File: src/rtl/xirq_pkg.sv
package xirq_pkg;
  localparam int NUM_PINS  = 6;
  localparam int PRIO_W    = 3;
  localparam int MODE_W    = 2;
  localparam int ADDR_W    = 3;
  localparam int VEC_W     = 8;
  localparam int VEC_BASE  = 16;
  localparam int NMI_VEC   = 7;
  localparam int IDX_W     = $clog2(NUM_PINS);
  localparam int BUS_W     = NUM_PINS * PRIO_W;
  localparam int FLAG_W    = NUM_PINS + 1;

  localparam logic [ADDR_W-1:0] ADDR_CFG  = 3'd0;
  localparam logic [ADDR_W-1:0] ADDR_MODE = 3'd1;
  localparam logic [ADDR_W-1:0] ADDR_EN   = 3'd2;
  localparam logic [ADDR_W-1:0] ADDR_PRIO = 3'd3;
  localparam logic [ADDR_W-1:0] ADDR_FLAG = 3'd4;

  typedef enum logic [MODE_W-1:0] {
    DET_LOW  = 2'b00,
    DET_FALL = 2'b01,
    DET_RISE = 2'b10,
    DET_BOTH = 2'b11
  } detMode_e;

  typedef struct packed {
    logic              wrCfg;
    logic              wrMode;
    logic              wrEnable;
    logic              wrPrio;
    logic [FLAG_W-1:0] clrMask;
  } ctrlStrobe_t;
endpackage

File: src/rtl/xirq_datapath.sv
module xirq_datapath
  import xirq_pkg::*;
(
  input  logic                       clk,
  input  logic                       rstN,
  input  ctrlStrobe_t                strobe,
  input  logic [BUS_W-1:0]           wrData,
  input  logic [NUM_PINS-1:0]        pinIrq,
  input  logic                       pinNmi,
  output logic                       cfgNmiRise,
  output logic [NUM_PINS*MODE_W-1:0] modeReg,
  output logic [NUM_PINS-1:0]        enableReg,
  output logic [BUS_W-1:0]           prioReg,
  output logic [NUM_PINS-1:0]        flags,
  output logic                       nmiFlag
);
  logic [NUM_PINS-1:0] syncA, syncB, syncPrev, det;
  logic nmiA, nmiB, nmiPrev, nmiDet;

  // Two-flop synchronisers plus one history stage; idle level is high
  always_ff @(posedge clk or negedge rstN) begin
    if (!rstN) begin
      syncA <= '1; syncB <= '1; syncPrev <= '1;
      nmiA <= 1'b1; nmiB <= 1'b1; nmiPrev <= 1'b1;
    end else begin
      syncA <= pinIrq; syncB <= syncA; syncPrev <= syncB;
      nmiA <= pinNmi; nmiB <= nmiA; nmiPrev <= nmiB;
    end
  end

  // Per-pin condition detection
  always_comb begin
    for (int i = 0; i < NUM_PINS; i++) begin
      unique case (detMode_e'(modeReg[i*MODE_W +: MODE_W]))
        DET_LOW:  det[i] = ~syncB[i];
        DET_FALL: det[i] = ~syncB[i] & syncPrev[i];
        DET_RISE: det[i] = syncB[i] & ~syncPrev[i];
        DET_BOTH: det[i] = syncB[i] ^ syncPrev[i];
      endcase
    end
  end

  assign nmiDet = cfgNmiRise ? (nmiB & ~nmiPrev) : (~nmiB & nmiPrev);

  // Status flags: detection outranks a clear in the same cycle
  always_ff @(posedge clk or negedge rstN) begin
    if (!rstN) begin
      flags   <= '0;
      nmiFlag <= 1'b0;
    end else begin
      flags   <= (flags & ~strobe.clrMask[NUM_PINS-1:0]) | det;
      nmiFlag <= (nmiFlag & ~strobe.clrMask[NUM_PINS]) | nmiDet;
    end
  end

  // Configuration registers
  always_ff @(posedge clk or negedge rstN) begin
    if (!rstN) begin
      cfgNmiRise <= 1'b0;
      modeReg    <= '0;
      enableReg  <= '0;
      prioReg    <= '0;
    end else begin
      if (strobe.wrCfg)    cfgNmiRise <= wrData[0];
      if (strobe.wrMode)   modeReg    <= wrData[NUM_PINS*MODE_W-1:0];
      if (strobe.wrEnable) enableReg  <= wrData[NUM_PINS-1:0];
      if (strobe.wrPrio)   prioReg    <= wrData;
    end
  end

  for (genvar g = 0; g < NUM_PINS; g++) begin : gFlagChk

    flag_set_chk: assert property (@(posedge clk) disable iff (!rstN)
      det[g] |=> flags[g]);

    flag_clear_chk: assert property (@(posedge clk) disable iff (!rstN)
      (strobe.clrMask[g] && !det[g]) |=> !flags[g]);
  end


  nmi_set_chk: assert property (@(posedge clk) disable iff (!rstN)
    nmiDet |=> nmiFlag);
endmodule

File: src/rtl/xirq_control.sv
module xirq_control
  import xirq_pkg::*;
(
  input  logic                       clk,
  input  logic                       rstN,
  input  logic                       wrEn,
  input  logic                       rdEn,
  input  logic [ADDR_W-1:0]          addr,
  input  logic [FLAG_W-1:0]          wrClrBits,
  input  logic                       cfgNmiRise,
  input  logic [NUM_PINS*MODE_W-1:0] modeReg,
  input  logic [NUM_PINS-1:0]        enableReg,
  input  logic [BUS_W-1:0]           prioReg,
  input  logic [NUM_PINS-1:0]        flags,
  input  logic                       nmiFlag,
  output ctrlStrobe_t                strobe,
  output logic [BUS_W-1:0]           rdData,
  output logic                       irqReq,
  output logic [VEC_W-1:0]           irqVector,
  output logic [PRIO_W-1:0]          irqLevel
);
  logic              found;
  logic [IDX_W-1:0]  bestIdx;
  logic [PRIO_W-1:0] bestLvl;
  logic [NUM_PINS-1:0] live;

  // Bus decode into strobes
  always_comb begin
    strobe.wrCfg    = wrEn && (addr == ADDR_CFG);
    strobe.wrMode   = wrEn && (addr == ADDR_MODE);
    strobe.wrEnable = wrEn && (addr == ADDR_EN);
    strobe.wrPrio   = wrEn && (addr == ADDR_PRIO);
    strobe.clrMask  = (wrEn && (addr == ADDR_FLAG)) ? wrClrBits : '0;
  end

  // Registered read data
  always_ff @(posedge clk or negedge rstN) begin
    if (!rstN) begin
      rdData <= '0;
    end else if (rdEn) begin
      unique case (addr)
        ADDR_CFG:  rdData <= BUS_W'(cfgNmiRise);
        ADDR_MODE: rdData <= BUS_W'(modeReg);
        ADDR_EN:   rdData <= BUS_W'(enableReg);
        ADDR_PRIO: rdData <= prioReg;
        ADDR_FLAG: rdData <= BUS_W'({nmiFlag, flags});
        default:   rdData <= '0;
      endcase
    end
  end

  // Arbitration: ascending scan with strict compare keeps lower index on ties
  assign live = flags & enableReg;
  always_comb begin
    found   = 1'b0;
    bestIdx = '0;
    bestLvl = '0;
    for (int i = 0; i < NUM_PINS; i++) begin
      if (live[i] && (!found || prioReg[i*PRIO_W +: PRIO_W] > bestLvl)) begin
        found   = 1'b1;
        bestIdx = IDX_W'(i);
        bestLvl = prioReg[i*PRIO_W +: PRIO_W];
      end
    end
  end

  assign irqReq    = nmiFlag | found;
  assign irqVector = nmiFlag ? VEC_W'(NMI_VEC) : VEC_W'(VEC_BASE) + VEC_W'(bestIdx);
  assign irqLevel  = nmiFlag ? '1 : bestLvl;

  for (genvar g = 0; g < NUM_PINS; g++) begin : gArbChk

    disabled_blocked_chk: assert property (@(posedge clk) disable iff (!rstN)
      (irqReq && irqVector == VEC_W'(VEC_BASE + g)) |-> (enableReg[g] && flags[g]));

    level_max_chk: assert property (@(posedge clk) disable iff (!rstN)
      (live[g] && !nmiFlag) |-> (irqLevel >= prioReg[g*PRIO_W +: PRIO_W]));
  end


  nmi_wins_chk: assert property (@(posedge clk) disable iff (!rstN)
    nmiFlag |-> (irqReq && irqVector == VEC_W'(NMI_VEC) && irqLevel == '1));
endmodule

File: src/rtl/xirq_ctrl.sv
module xirq_ctrl
  import xirq_pkg::*;
(
  input  logic                clk,
  input  logic                rstN,
  input  logic [NUM_PINS-1:0] pinIrq,
  input  logic                pinNmi,
  input  logic                busWrEn,
  input  logic                busRdEn,
  input  logic [ADDR_W-1:0]   busAddr,
  input  logic [BUS_W-1:0]    busWrData,
  output logic [BUS_W-1:0]    busRdData,
  output logic                irqReq,
  output logic [VEC_W-1:0]    irqVector,
  output logic [PRIO_W-1:0]   irqLevel,
  output logic                wakeOut
);
  ctrlStrobe_t                strobe;
  logic                       cfgNmiRise;
  logic [NUM_PINS*MODE_W-1:0] modeReg;
  logic [NUM_PINS-1:0]        enableReg;
  logic [BUS_W-1:0]           prioReg;
  logic [NUM_PINS-1:0]        flags;
  logic                       nmiFlag;

  xirq_datapath dp_i (
    .clk(clk), .rstN(rstN), .strobe(strobe), .wrData(busWrData),
    .pinIrq(pinIrq), .pinNmi(pinNmi), .cfgNmiRise(cfgNmiRise),
    .modeReg(modeReg), .enableReg(enableReg), .prioReg(prioReg),
    .flags(flags), .nmiFlag(nmiFlag)
  );

  xirq_control ctl_i (
    .clk(clk), .rstN(rstN), .wrEn(busWrEn), .rdEn(busRdEn), .addr(busAddr),
    .wrClrBits(busWrData[FLAG_W-1:0]), .cfgNmiRise(cfgNmiRise),
    .modeReg(modeReg), .enableReg(enableReg), .prioReg(prioReg),
    .flags(flags), .nmiFlag(nmiFlag), .strobe(strobe), .rdData(busRdData),
    .irqReq(irqReq), .irqVector(irqVector), .irqLevel(irqLevel)
  );

  assign wakeOut = nmiFlag | (|(flags & enableReg));


  wake_on_req_chk: assert property (@(posedge clk) disable iff (!rstN)
    irqReq |-> wakeOut);
endmodule

File: config.mk
export PLATFORM = sky130hd
export DESIGN_NAME = xirq_ctrl
export DESIGN_NICKNAME = d
export VERILOG_FILES = /design/src/rtl/xirq_pkg.sv /design/src/rtl/xirq_datapath.sv /design/src/rtl/xirq_control.sv /design/src/rtl/xirq_ctrl.sv
export SDC_FILE = /design/constraint.sdc
export NUM_CORES = 1
export LEC_CHECK = 0
export CAP_MARGIN = 20
export CORE_ASPECT_RATIO = 0.5
export CORE_MARGIN = 3
export CORE_UTILIZATION = 49
export CTS_CLUSTER_DIAMETER = 30
export DETAILED_ROUTE_END_ITERATION = 7
export PLACE_DENSITY = 0.76
export SLEW_MARGIN = 30
export SYNTH_ARGS = -nofsm -noshare
export SYNTH_HDL_FRONTEND = slang
export SYNTH_SLANG_ARGS = --single-unit
File: constraint.sdc
create_clock -name clk -period 7.15 [get_ports clk]
set_input_delay 1.0725 -clock clk [delete_from_list [all_inputs] [get_ports clk]]
set_output_delay 1.0725 -clock clk [all_outputs]
set_load 0.01 [all_outputs]
==> impl_metrics.env <==
export IMPL_status="finished with violations"
export IMPL_violations="negative setup slack"
export IMPL_crit_type="flop to output pin"
export IMPL_grt_pass1_wl_mm=18.3
export IMPL_cpLargestDelayFamily="compound AO/OA/AOI/OAI gates"
export IMPL_htreeDepth=3
export IMPL_power_density_mw_per_mm2=389
export IMPL_dieArea_mm2=0.0101
export IMPL_power_internal_mw=1.55
export IMPL_multiInputGateArea_mm2=0.00240
export IMPL_first_iter_violations=245
export IMPL_setup_viol=6
export IMPL_cp_arrival_ns=6.83
export IMPL_max_freq_mhz=127
export IMPL_peakVddDrop_uv=225
export IMPL_syn2layout_area_growth_pct=41.0
export IMPL_initial_core_util_pct=52.3
export IMPL_postSynthAreaPerCell_um2=11.0
export IMPL_grt_max_degree=84
export IMPL_drt_total_wl_mm=12.0
export IMPL_antennaDiodeCount=0
export IMPL_synth_area_mm2=0.00434
export IMPL_fillers=541
export IMPL_vias=3524
export IMPL_slew_headroom_pct=39.4
export IMPL_min_from="dp_i.syncA[3]"
export IMPL_layout_nets=577
export IMPL_clock_latency_ns=0.34
export IMPL_min_delay_worst_endpoint="dp_i.syncB[3]"
export IMPL_dp_worst_setup_slack_ns=-0.723
export IMPL_worst_path_buf_inv=5
export IMPL_coreArea_mm2=0.00829
export IMPL_clock_skew_final_ns=0.00195
export IMPL_netSwitchingFraction_pct=35.0
export IMPL_min_period_ns=7.90
export IMPL_leakage_nw=2.65
export IMPL_slowest_stage="dfrtp_1"
export IMPL_rrSetupSlack_ns=5.65
export IMPL_grt_pass1_vias=3643
export IMPL_drv_slew=0
export IMPL_yosys_warnings=0
export IMPL_hpwlAfterDp_mm=7.30
export IMPL_routedWlPerCell_um=19.0
export IMPL_max_cap_violations=0
export IMPL_antenna_found_initial=0
export IMPL_die_width_um=139
export IMPL_hold_slack_ns=0.355
export IMPL_final_setup_worst_slack_ns=-0.751
export IMPL_p_comb_share_pct=54.4
export IMPL_gp_congestion=0.844
export IMPL_seq_area_frac_synth_pct=48.5
export IMPL_rows=23
export IMPL_root_buffer="clkbuf_16"
export IMPL_fin_util_pct=73.8
export IMPL_synth_flop_cell="dfrtp_1"
export IMPL_cts_tree="done"
export IMPL_synth_cell_type_count=50
export IMPL_clkSlewWorstSetupHoldPaths_ns=0.06
export IMPL_post_route_period_util_pct=110
export IMPL_hold_violations=0
export IMPL_drc=0
export IMPL_worstPathMaxFanout=5
export IMPL_io_pins=63
export IMPL_synth_edf_count=0
export IMPL_synth_seq_cells=83
export IMPL_rsz0062_at_grt="yes"
export IMPL_slowest_delay_ns=0.38
export IMPL_cp_common_cell="ha_4"
export IMPL_cts_made_buffers=9
export IMPL_r2r_start="dp_i.prioReg[4]"
export IMPL_start_kind="flop"
export IMPL_endpoint_kind="output pin"
export IMPL_syn_inst=394
export IMPL_worstHoldPathCells=0
export IMPL_seqPwrFrac_pct=26.0
export IMPL_grt_total_usage_pct=23.4
export IMPL_finish_instance_area_mm2=0.00612
export IMPL_worstRegToRegCells=6
export IMPL_final_antenna_net_count=0
export IMPL_worstPathRequired_ns=6.08
export IMPL_port_buffers=58
export IMPL_async_reset_ff_share_pct=100
export IMPL_power_mw=2.38
export IMPL_switchingPower_uw=834
export IMPL_drive_above_1_share_pct=40.5
export IMPL_dr_pass1_iters=6
export IMPL_regArea_mm2=0.00210
export IMPL_r2r_end="ctl_i.rdData[4]"
export IMPL_cts_sinks=83
export IMPL_cp_startpoint="dp_i.flags[0]"
export IMPL_viasPerCell=5.55
export IMPL_clkPwrFrac_pct=19.6
export IMPL_overflow=0
export IMPL_final_cell_mix="62 x dfrtp_1, 61 x buf_4, 50 x clkdlybuf4s50_1"
export IMPL_fp_dieH_um=72.5
export IMPL_hp_class="flop to flop"
export IMPL_clock_path_buffers=2
export IMPL_mostFrequentLayoutCell="dfrtp_1"
export IMPL_worst_pin_slew_ns=0.906
export IMPL_dpl_instance_area_mm2=0.00529
==> how the worst max path moves through the flow <==
stage	to	slack, ns	depth (start not counted)
2_1_floorplan	irqLevel[0]	-0.02	34
3_3_place_gp	irqLevel[0]	-0.49	33
3_5_place_dp	irqLevel[0]	-0.72	34
4_1_cts	irqLevel[0]	-0.66	34
5_1_grt	irqLevel[2]	-1.01	35
6_report	irqLevel[2]	-0.75	36
==> synthesized netlist by cell type (2+ instances only) <==
cell type,count,area (um^2)
dfrtp_1,62,1550
mux2_2,43,484
nor2_1,40,150
inv_1,29,109
a21oi_1,28,140
nand2_1,28,105
ha_1,27,338
dfstp_2,21,552
mux2i_1,11,110
o21ai_0,11,55.1
a22oi_1,8,60.1
a221o_1,7,70.1
clkbuf_1,6,22.5
buf_4,5,37.5
nor2b_1,5,31.3
o21a_1,5,37.5
o22ai_1,5,31.3
buf_2,4,20.0
nand3_1,4,20.0
nand3b_1,4,30.0
or2_1,4,25.0
nand2b_1,3,18.8
o31ai_1,3,22.5
a221oi_2,2,30.0
and3_1,2,12.5
nand2_2,2,12.5
o311a_1,2,20.0
==> power groups by stage <==
stage,Combinational [mW],Clock (mW),Sequential [mW]
floorplan,0.487,0,0.602
global route,1.38,0.492,0.628
finish,1.30,0.467,0.618
detailed placement,0.792,0,0.613
global placement,0.773,0,0.610
CTS,0.984,0.473,0.610
==> cell type report <==
cell class / count / area share (%)
flip-flops and latches: 83 / 34.4
repair buffers: 125 / 17.5
inverters: 29 / 1.78
well taps: 112 / 2.29
multi-input cells: 270 / 39.2
clock inverters: 4 / 0.798
clock buffers: 12 / 4.03
==> flip-flops by register name, indices dropped and copies added, names as in the netlist, 6 cells and up <==
| signal | count |
|---|---|
| dp_i.enableReg | 6 |
| dp_i.modeReg | 12 |
| dp_i.flags | 6 |
| dp_i.syncA | 6 |
| dp_i.syncPrev | 6 |
| ctl_i.rdData | 18 |
| dp_i.prioReg | 18 |
| dp_i.syncB | 6 |
==> routing by layer <==
metal  vias to the layer above  share of wire, %  GRT usage (%)
met5                         -                 0              0
met4                         0               2.9           9.11
met3                        30               6.3           5.73
met2                       122                48           39.1
met1                      1743                43           30.1
li1                       1629                 -              -
==> logic make-up after synthesis <==
family          after synthesis  share of synthesized area (%)
other cells                   1                         0.0864
flops                        83                           48.5
simple gates                 98                           10.3
mux                          54                           13.7
fa+ha+maj                    27                           7.79
compound gates               87                           15.3
buf+inv                      44                           4.36
==> metrics by stage <==
stage,TNS (ns),cells
after CTS,-3.08,630
after detailed placement,-3.82,587
after floorplan,-0.0207,397
after global placement,-2.53,587
final,-4.15,635
after global routing,-5.75,635
==> what timing repair did <==
action,CTS,global route
buffers inserted,27,6
hold buffers,0,0
gates cloned,0,0
pin swaps,33,42
gates resized for setup,39,41
setup endpoints to repair,6,6
(Power assumes the default switching activity.)
